`config.mk`:
```
export PLATFORM = sky130hd
export DESIGN_NAME = pwmr_top
export DESIGN_NICKNAME = d
export VERILOG_FILES = /design/src/rtl/pwmr_pkg.sv /design/src/rtl/pwmr_regs.sv /design/src/rtl/pwmr_core.sv /design/src/rtl/pwmr_top.sv
export SDC_FILE = /design/constraint.sdc
export NUM_CORES = 1
export LEC_CHECK = 0
export ABC_AREA = 1
export ABC_CLOCK_PERIOD_IN_PS = 3200
export BUFFER_PORTS_ARGS = -buffer_cell sky130_fd_sc_hd__buf_2
export CAP_MARGIN = 15
export CORE_ASPECT_RATIO = 1.1
export CORE_MARGIN = 5
export CORE_UTILIZATION = 56
export DETAILED_ROUTE_END_ITERATION = 8
export GPL_TIMING_DRIVEN = 1
export PLACE_DENSITY_LB_ADDON = 0.1
export SYNTH_ARGS = -nofsm -noshare
export SYNTH_HDL_FRONTEND = slang
export SYNTH_HIERARCHICAL = 1
export SYNTH_SLANG_ARGS = --single-unit
```
`constraint.sdc`:
```
create_clock -name clk -period 3.2 [get_ports clk]
set_clock_uncertainty 0.15 [all_clocks]
set_input_delay 0 -clock clk [delete_from_list [all_inputs] [get_ports clk]]
set_output_delay 0 -clock clk [all_outputs]
set_load 0.005 [all_outputs]
```
`src/rtl/pwmr_pkg.sv`:
```
package pwmr_pkg;
    localparam int DATA_W = 16;
    localparam int ADDR_W = 3;

    localparam logic [ADDR_W-1:0] A_CTRL = 3'd0;
    localparam logic [ADDR_W-1:0] A_FREQ = 3'd1;
    localparam logic [ADDR_W-1:0] A_MOD  = 3'd2;
    localparam logic [ADDR_W-1:0] A_PWA  = 3'd3;
    localparam logic [ADDR_W-1:0] A_PWB  = 3'd4;

    localparam int B_EN    = 0;
    localparam int B_LDOK  = 1;
    localparam int B_RIE   = 2;
    localparam int B_GSEL  = 3;
    localparam int B_RSEL  = 4;
    localparam int B_WP    = 5;
    localparam int B_MGM   = 6;
    localparam int B_OVRA  = 8;
    localparam int B_OVRB  = 9;
    localparam int B_RFLAG = 15;
endpackage

```
`src/rtl/pwmr_regs.sv`:
```
module pwmr_regs
    import pwmr_pkg::*;
#(
    parameter int CNT_W = 16,
    parameter int PSC_W = 2
) (
    input  logic               clk,
    input  logic               rst_n,
    input  logic               bus_wr,
    input  logic               bus_rd,
    input  logic [ADDR_W-1:0]  bus_addr,
    input  logic [DATA_W-1:0]  bus_wdata,
    output logic [DATA_W-1:0]  bus_rdata,
    input  logic               glob_ld_ok,
    input  logic               reload_evt,
    input  logic               load_done,
    output logic               en_eff,
    output logic               load_ok,
    output logic               ldok_q,
    output logic               gsel,
    output logic               rsel,
    output logic               wp,
    output logic               rflag,
    output logic [1:0]         ovr,
    output logic [PSC_W-1:0]   sh_psc,
    output logic [CNT_W-1:0]   sh_mod,
    output logic [CNT_W-1:0]   sh_pwa,
    output logic [CNT_W-1:0]   sh_pwb,
    output logic               irq
);
    typedef struct packed {
        logic             en;
        logic             ldok;
        logic             rie;
        logic             gsel;
        logic             rsel;
        logic             wp;
        logic             mgm;
        logic [1:0]       ovr;
        logic             arm;
        logic             rflag;
        logic [PSC_W-1:0] psc;
        logic [CNT_W-1:0] mod;
        logic [CNT_W-1:0] pwa;
        logic [CNT_W-1:0] pwb;
    } reg_st_t;

    reg_st_t q, d;
    logic    ctrl_wr;

    always_comb begin
        d       = q;
        ctrl_wr = bus_wr && (bus_addr == A_CTRL);
        // handshake: a read that sees the flag low primes the next write
        if (bus_rd && bus_addr == A_CTRL && q.mgm && !q.ldok)
            d.arm = 1'b1;
        if (ctrl_wr) begin
            d.arm = 1'b0;
            d.mgm = bus_wdata[B_MGM];
            d.ovr = bus_wdata[B_OVRB:B_OVRA];
            d.wp  = q.wp | bus_wdata[B_WP];
            if (!q.wp) begin
                d.gsel = bus_wdata[B_GSEL];
                d.rsel = bus_wdata[B_RSEL];
            end
            if (q.mgm) begin
                d.en  = bus_wdata[B_EN];
                d.rie = bus_wdata[B_RIE];
                if (!bus_wdata[B_LDOK])
                    d.ldok = 1'b0;
                else if (q.arm)
                    d.ldok = 1'b1;
            end
        end
        if (load_done && !q.gsel)
            d.ldok = 1'b0;
        if (bus_wr && bus_addr == A_FREQ) begin
            d.psc = bus_wdata[PSC_W-1:0];
            if (bus_wdata[B_RFLAG])
                d.rflag = 1'b0;
        end
        if (bus_wr && bus_addr == A_MOD) d.mod = bus_wdata[CNT_W-1:0];
        if (bus_wr && bus_addr == A_PWA) d.pwa = bus_wdata[CNT_W-1:0];
        if (bus_wr && bus_addr == A_PWB) d.pwb = bus_wdata[CNT_W-1:0];
        if (reload_evt)
            d.rflag = 1'b1;
    end

    always_ff @(posedge clk or negedge rst_n) begin
        if (!rst_n) q <= '0;
        else        q <= d;
    end

    always_comb begin
        bus_rdata = '0;
        case (bus_addr)
            A_CTRL: begin
                bus_rdata[B_EN]   = q.en & q.mgm;
                bus_rdata[B_LDOK] = q.ldok & q.mgm;
                bus_rdata[B_RIE]  = q.rie & q.mgm;
                bus_rdata[B_GSEL] = q.gsel;
                bus_rdata[B_RSEL] = q.rsel;
                bus_rdata[B_WP]   = q.wp;
                bus_rdata[B_MGM]  = q.mgm;
                bus_rdata[B_OVRB:B_OVRA] = q.ovr;
            end
            A_FREQ: begin
                bus_rdata[PSC_W-1:0] = q.psc;
                bus_rdata[B_RFLAG]   = q.rflag;
            end
            A_MOD:   bus_rdata[CNT_W-1:0] = q.mod;
            A_PWA:   bus_rdata[CNT_W-1:0] = q.pwa;
            A_PWB:   bus_rdata[CNT_W-1:0] = q.pwb;
            default: bus_rdata = '0;
        endcase
    end

    assign en_eff  = q.en & q.mgm;
    assign load_ok = q.gsel ? glob_ld_ok : (q.ldok & q.mgm);
    assign ldok_q  = q.ldok;
    assign gsel    = q.gsel;
    assign rsel    = q.rsel;
    assign wp      = q.wp;
    assign rflag   = q.rflag;
    assign ovr     = q.ovr;
    assign sh_psc  = q.psc;
    assign sh_mod  = q.mod;
    assign sh_pwa  = q.pwa;
    assign sh_pwb  = q.pwb;
    assign irq     = q.rflag & q.rie & q.mgm;
endmodule

```
`src/rtl/pwmr_core.sv`:
```
module pwmr_core #(
    parameter int CNT_W = 16,
    parameter int PSC_W = 2
) (
    input  logic             clk,
    input  logic             rst_n,
    input  logic             en,
    input  logic             load_ok,
    input  logic             rsel,
    input  logic             commut,
    input  logic [1:0]       ovr,
    input  logic [PSC_W-1:0] sh_psc,
    input  logic [CNT_W-1:0] sh_mod,
    input  logic [CNT_W-1:0] sh_pwa,
    input  logic [CNT_W-1:0] sh_pwb,
    output logic             reload_evt,
    output logic             load_done,
    output logic             out_a,
    output logic             out_b
);
    localparam int DIV_W = (1 << PSC_W) - 1;

    typedef struct packed {
        logic             run;
        logic [CNT_W-1:0] cnt;
        logic [DIV_W-1:0] pcnt;
        logic [PSC_W-1:0] apsc;
        logic [CNT_W-1:0] amod;
        logic [CNT_W-1:0] apwa;
        logic [CNT_W-1:0] apwb;
    } core_st_t;

    core_st_t         q, d;
    logic [DIV_W-1:0] lim;
    logic [CNT_W:0]   cnt_nx;
    logic             tick, wrap, restart_hit;

    always_comb begin
        d           = q;
        reload_evt  = 1'b0;
        load_done   = 1'b0;
        lim         = ~({DIV_W{1'b1}} << q.apsc);
        tick        = (q.pcnt == lim);
        cnt_nx      = {1'b0, q.cnt} + (CNT_W+1)'(1);
        wrap        = tick && (cnt_nx >= {1'b0, q.amod});
        restart_hit = rsel && commut && q.run;
        if (!en) begin
            d.run  = 1'b0;
            d.cnt  = '0;
            d.pcnt = '0;
        end else if (!q.run || wrap || restart_hit) begin
            reload_evt = 1'b1;
            d.run      = 1'b1;
            d.cnt      = '0;
            d.pcnt     = '0;
            if (load_ok) begin
                load_done = 1'b1;
                d.apsc    = sh_psc;
                d.amod    = sh_mod;
                d.apwa    = sh_pwa;
                d.apwb    = sh_pwb;
            end
        end else if (tick) begin
            d.pcnt = '0;
            d.cnt  = cnt_nx[CNT_W-1:0];
        end else begin
            d.pcnt = q.pcnt + DIV_W'(1);
        end
    end

    always_ff @(posedge clk or negedge rst_n) begin
        if (!rst_n) q <= '0;
        else        q <= d;
    end

    assign out_a = q.run ? (q.cnt < q.apwa) : ovr[0];
    assign out_b = q.run ? (q.cnt < q.apwb) : ovr[1];
endmodule

```
`src/rtl/pwmr_top.sv`:
```
module pwmr_top
    import pwmr_pkg::*;
#(
    parameter int CNT_W = 16,
    parameter int PSC_W = 2
) (
    input  logic              clk,
    input  logic              rst_n,
    input  logic              bus_wr,
    input  logic              bus_rd,
    input  logic [2:0]        bus_addr,
    input  logic [15:0]       bus_wdata,
    output logic [15:0]       bus_rdata,
    input  logic              glob_ld_ok,
    input  logic              commut_evt,
    output logic              pwm_a,
    output logic              pwm_b,
    output logic              reload_irq
);
    logic             reload_evt, load_done, en_eff, load_ok;
    logic             ldok_q, gsel, rsel, wp, rflag;
    logic [1:0]       ovr;
    logic [PSC_W-1:0] sh_psc;
    logic [CNT_W-1:0] sh_mod, sh_pwa, sh_pwb;

    pwmr_regs #(.CNT_W(CNT_W), .PSC_W(PSC_W)) u_regs (
        .clk(clk), .rst_n(rst_n),
        .bus_wr(bus_wr), .bus_rd(bus_rd), .bus_addr(bus_addr),
        .bus_wdata(bus_wdata), .bus_rdata(bus_rdata),
        .glob_ld_ok(glob_ld_ok), .reload_evt(reload_evt), .load_done(load_done),
        .en_eff(en_eff), .load_ok(load_ok), .ldok_q(ldok_q),
        .gsel(gsel), .rsel(rsel), .wp(wp), .rflag(rflag), .ovr(ovr),
        .sh_psc(sh_psc), .sh_mod(sh_mod), .sh_pwa(sh_pwa), .sh_pwb(sh_pwb),
        .irq(reload_irq)
    );

    pwmr_core #(.CNT_W(CNT_W), .PSC_W(PSC_W)) u_core (
        .clk(clk), .rst_n(rst_n),
        .en(en_eff), .load_ok(load_ok), .rsel(rsel), .commut(commut_evt),
        .ovr(ovr), .sh_psc(sh_psc), .sh_mod(sh_mod), .sh_pwa(sh_pwa),
        .sh_pwb(sh_pwb), .reload_evt(reload_evt), .load_done(load_done),
        .out_a(pwm_a), .out_b(pwm_b)
    );
endmodule

```
== Yosys cells after proc, flatten, opt, wreduce, memory -nomap -nowiden ==
Cells that the tools add are included.

* Bits in latches: 0
* Flip-flop bits (word level): 131
* Memories: 0
* Output and inout bits: 19
* Word-level logic and storage cells: 100
* RAM bits: 0
* Bits in read-only memories: 0

* Equal/unequal tests: 8
* Shifts and indexed selects: 1
* Add/sub/neg operators: 2
* Multiply operators: 0
* Div/mod/pow operators: 0
* Multiplexer cells: 29
* Bitwise operators: 8
* Order comparisons: 3
* Reductions and logical operators: 28

{| class="wikitable"
|+ Operators with widths
! kind !! number
|-
| $lt A16 B16 Y1 || 2
|-
| $mux W20 || 1
|-
| $pmux W5 S4 || 1
|-
| $mux W19 || 1
|-
| $add A16 B1 Y17 const B || 1
|-
| $ge A17 B16 Y1 || 1
|-
| $mux W16 || 1
|-
| $mux W1 || 15
|-
| $pmux W5 S3 || 1
|-
| $logic_and A1 B1 Y1 || 12
|-
| $pmux W2 S5 || 1
|-
| $reduce_bool A2 Y1 || 5
|-
| $mux W9 || 1
|-
| $pmux W2 S4 || 1
|-
| $eq A3 B2 Y1 const B || 2
|-
| $mux W3 || 2
|-
| $reduce_and A2 Y1 || 3
|-
| $reduce_and A3 Y1 || 2
|-
| $and A1 B1 Y1 || 5
|-
| $mux W2 || 2
|-
| $pmux W1 S4 || 1
|-
| $add A3 B1 Y3 const B || 1
|-
| $eq A3 B1 Y1 const B || 1
|-
| $eq A3 B3 Y1 || 1
|-
| other kinds (12) || 15
|}

== Depth between registers and ports, before layout ==
* Depth after elaboration: 11
* Gate-level depth with buffers: 26
* Mapped depth without buffers: 25

== Modules after synthesis ==
Netlist, hierarchy kept.

{| class="wikitable"
|+ Modules (own cells, without submodules)
! module !! area an instance (µm²) !! seq. area each (µm²) !! cells an instance !! times used
|-
| pwmr_core || 4436.8 || 1751.7 || 578 || 1
|-
| pwmr_regs || 3234.4 || 1526.5 || 383 || 1
|}

== Worst setup path after synthesis ==
OpenSTA, ideal clock, no wires.

* Path type: register -> register
* From: register u_core/q[53] (netlist name)
* To: register u_regs.q (netlist bit u_regs/ldok_q)
* Clock period less this slack: 3083 ps
* Arrival time: 2813 ps
* Data required time: 2930 ps
* Slack: 117 ps
* Stages on the path, launching flop included: 26
* Cell sequence: dfrtp_1 ha_1 nand2_2 nor2_4 nand2_2 nor3_1 nand3_1 xor2_1 ha_1 nand2_1 nor2_1 nand2_1 o21ai_0 nand2_1 nand2_1 nor2_1 nand2_1 nand2_4 nand2_4 nand2_4 buf_6 inv_1 inv_1 nor2_1 o21bai_1 nor2_1

* Cells in the longest elaborated chain, start to end: 10
* Elaborated cells on any way between the ends: 13

{| class="wikitable"
|+ Ends and longest elaborated chain
! element !! RTL line !! source
|-
| start: declaration || pwmr_core.sv:33 || <nowiki>core_st_t q, d;</nowiki>
|-
| start signal: assignment || pwmr_core.sv:72 || <nowiki>if (!rst_n) q <= '0;</nowiki>
|-
| start signal: assignment || pwmr_core.sv:73 || <nowiki>else q <= d;</nowiki>
|-
| $add A16 B1 Y17 * || pwmr_core.sv:44 || <nowiki>cnt_nx = {1'b0, q.cnt} + (CNT_W+1)'(1);</nowiki>
|-
| $ge A17 B16 Y1 * || pwmr_core.sv:45 || <nowiki>wrap = tick && (cnt_nx >= {1'b0, q.amod});</nowiki>
|-
| $logic_and A1 B1 Y1 * || pwmr_core.sv:45 ||
|-
| $logic_or A1 B1 Y1 * (2 in a row) || pwmr_core.sv:51 || <nowiki>end else if (!q.run || wrap || restart_hit) begin</nowiki>
|-
| $mux W1 * || pwmr_core.sv:51 ||
|-
| $mux W1 * || pwmr_core.sv:47 || <nowiki>if (!en) begin</nowiki>
|-
| net load_done || pwmr_top.sv:20 || <nowiki>logic reload_evt, load_done, en_eff, load_ok;</nowiki>
|-
| $logic_and A1 B1 Y1 * || pwmr_regs.sv:75 || <nowiki>if (load_done && !q.gsel)</nowiki>
|-
| $ne A3 B1 Y1 (no source line) or $reduce_bool A2 Y1 (tied branches) || -- ||
|-
| $reduce_and A3 Y1 (no source line) || -- ||
|-
| end signal: assignment || pwmr_regs.sv:90 || <nowiki>if (!rst_n) q <= '0;</nowiki>
|-
| end signal: assignment || pwmr_regs.sv:91 || <nowiki>else q <= d;</nowiki>
|-
| end: declaration || pwmr_regs.sv:48 || <nowiki>reg_st_t q, d;</nowiki>
|}

The timed path passes the listed nets; every way through them passes the cells marked *.
A chain may end at the register's enable or synchronous reset.

== Worst setup path in the final report ==
* From: register u_core/q[54] (netlist name)
* To: register u_core/q[2] (netlist name)

* Cells in the longest elaborated chain, start to end: 6

{| class="wikitable"
|+ Ends and longest elaborated chain
! element !! RTL line
|-
| $add A16 B1 Y17 || pwmr_core.sv:44
|-
| $ge A17 B16 Y1 || pwmr_core.sv:45
|-
| $logic_and A1 B1 Y1 || pwmr_core.sv:45
|-
| $logic_or A1 B1 Y1 (2 in a row) || pwmr_core.sv:51
|-
| $reduce_and A3 Y1 (no source line) || --
|}

No other way between the ends.

==> results.yml <==
routing:
  drc: 0
  dr.pass1.iters: 6
  routed_wl_mm: 17.6
  num_vias: 6115
  detailedRoute.firstIterationViolations: 424
  drt-vias-per-instance: 5.13
  wire_per_inst_um: 14.8
  drtAntennaViolNets: 0
critical_path:
  required_ns: 3.34
  rrSetupSlack_ns: 0.05
  critPathMaxFanout: 16
  end_kind: "flip-flop"
  worst-setup-path-type: "reg -> reg"
  cp-start-kind: "flip-flop"
  arrival_ns: 3.29
clocking:
  cts_tree: "yes"
  cts_sinks: 131
  clk_latency_ns: 0.42
  clkSlewWorstSetupHoldPaths_ns: 0.06
  cts_max_path_buffers: 2
  numCtsBuffers: 17
  ctsHtreeMaxLevel: 4
  ctsRootBufferMaster: "clkbuf_16"
layout:
  final_common_cell: "nand2_1"
  stdcell_count: 1191
  post-route-util: 0.657
  drive_above_1_share: 0.154
  syn2layout_area_growth_pct: 14.1
  fillerInstances: 1195
  final_cell_mix: "nand2_1 (297), dfrtp_1 (130), inv_1 (109), nand3_1 (74), ha_1 (46)"
  antenna_cells: 0
  nets: 1067
logic_synthesis:
  synth_cells: 961
  seq_area_frac_synth: 0.427
  synth_largest_area_cell: "dfrtp_1"
  ys_types: 30
  ys.warnings.count: 6
  syn_nets: 1034
  yosys.area.top_type_share: 0.427
  ys_ff_latch: 131
  synth.area.top_cells: "dfrtp_1 (43%), nand2_1 (15%), ha_1 (7.8%), inv_1 (5.4%), buf_4 (5.2%)"
  syn-mean-instance-area_um2: 7.98
  synth_area_um2: 7670
floorplanning:
  die_h_um: 133
  start_util: 0.576
  num_rows: 44
  core_um2: 13300
  pin_count: 44
  fp.dieW_um: 122
  dieArea_um2: 16100
timing:
  maxSlewViolCount: 0
  min_period_over_period: 0.984
  hold_viol: 0
  finalSetupTns_ns: 0
  fin_crit_ns: 3.15
  rsz0062_at_grt: "yes"
  relSlewSlack: 0.452
  setup_viol_count_final: 0
  tightest_slew_ns: 0.817
  fmax_ghz: 0.318
global_routing:
  met1_usage: 0.338
  grt_overflow: 0
  grt_max_degree: 87
  grt_pass1_wl_mm: 30.1
  busiest_layer: "met2"
  met2_usage: 0.351
  met3_usage: 0.0529
  antenna_found_initial: 0
  first_global_vias: 5999
  grt_usage: 0.234
placed_design:
  dp_cells: 1126
  numPortBuffers: 43
  dp_hpwl_mm: 12.3
  routabilityCongestion: 0.904
job:
  cap_violations: 0
power:
  vdd_drop_max_v: 0.000414
  p_leak_nw: 4.49
  p_total_mw: 5.79
  powerDensity_nw_per_um2: 662
min_path:
  hold_path.class: "in -> async"
run_status:
  status: "finished clean"
[power by group]
| group | total [mW] | leakage [nW] | switching [mW] | internal, mW |
|---|---|---|---|---|
| Clock | 2.19 | 0.325 | 0.731 | 1.46 |
| Sequential | 2.27 | 1.71 | 0.273 | 2.00 |
| Combinational | 1.33 | 2.46 | 0.831 | 0.502 |
[cells by family after synthesis]
family          after synthesis  synth area share
buf+inv                     201             0.137
compound gates              117            0.0868
xor+xnor                     17            0.0194
flops                       131             0.427
fa+ha+maj                    48            0.0783
simple gates                447             0.251
[routing by layer]
| metal | up-vias | routed length (um) |
|---|---|---|
| li1 | 3076 | - |
| met1 | 2844 | 8550 |
| met2 | 164 | 7900 |
| met3 | 31 | 874 |
| met4 | 0 | 316 |
| met5 | - | 0 |
[state kept, by name, indices dropped and copies added (netlist names)]
register and cells:
u_regs/rflag 1, u_regs/wp 1, u_core/q 70, u_regs/sh_psc 2, u_regs/sh_pwa 16, u_regs/sh_pwb 16, u_regs/rsel 1, u_regs/q 4
u_regs/ovr 2, u_regs/sh_mod 16, u_regs/gsel 1, u_regs/ldok_q 1
[area by class of cell]
class	instances	area, um^2	share of cell area
Clock inverter	13	230	0.0263
Sequential cell	131	3280	0.375
Tap cell	184	230	0.0263
Inverter	117	439	0.0502
Timing Repair Buffer	98	736	0.0840
Clock buffer	19	433	0.0494
Multi-Input combinational cell	629	3410	0.389
[worst max-delay path: stages, from the launching register on]
cell and delay (ns):
dfrtp_1 0.37, ha_2 0.19, nand2_2 0.06, nor2_4 0.14
buf_6 0.13, nand4_1 0.12, xor2_1 0.21, inv_1 0.11
ha_4 0.30, nand2_4 0.05, nor2_4 0.11, nand2_2 0.07
o21ai_1 0.13, nand2_1 0.06, nand2_1 0.06, nor2_1 0.04
nand2_1 0.10, nand2_4 0.07, nand2_4 0.11, nand2_4 0.08
buf_4 0.23, nand2_1 0.08, nand2_1 0.06
[metrics by stage]
stage	hold slack [ns]	area (um^2)	worst slack, ns
after floorplan	-0.446	7670	0.117
after global placement	-0.0401	7700	-0.0326
after detailed placement	-0.0403	7700	-0.0512
after CTS	0.0882	8660	0.00828
after global routing	0.144	8760	-0.167
final	0.0539	8760	0.0504
[path summary, 6_finish.rpt]
path	from	cells after the start	endpoint
hold reg to reg	u_core/q[33]	2	u_core/q[33]
setup reg to reg	u_core/q[54]	22	u_core/q[2]
hold / removal	rst_n	2	u_regs/sh_pwa[7]
min in group clk	bus_wdata[1]	4	u_regs/ldok_q
setup / recovery	u_core/q[54]	22	u_core/q[2]
max in group asynchronous	rst_n	3	u_core/q[60]
[synthesized netlist by cell type]
| cell | count |
|---|---|
| nand2_1 | 301 |
| dfrtp_1 | 131 |
| inv_1 | 111 |
| nand3_1 | 74 |
| buf_4 | 53 |
| ha_1 | 48 |
| a21oi_1 | 41 |
| o21ai_0 | 38 |
| nor2_1 | 34 |
| o21ai_2 | 20 |
| o21ai_1 | 16 |
| nand4_1 | 15 |
| xor2_1 | 12 |
| buf_2 | 11 |
| buf_6 | 11 |
| clkbuf_1 | 8 |
| nor3_1 | 8 |
| nand2_4 | 5 |
| xnor2_1 | 5 |
| inv_2 | 4 |
| nand2_2 | 3 |
| nor3_4 | 3 |
| clkinv_1 | 2 |
| a21o_1 | 1 |
| and2_1 | 1 |
| clkbuf_2 | 1 |
| nand3_4 | 1 |
| nor2_2 | 1 |
| nor2_4 | 1 |
| o21bai_1 | 1 |
[timing repair]
item,in CTS,in global routing
hold endpoints to repair,151,0
endpoints found under the setup margin,44,71
setup buffers,3,4
gates resized for setup,4,19
hold buffers,26,0
pin swaps,3,14
Note: power is estimated with default switching activity, not from simulation.
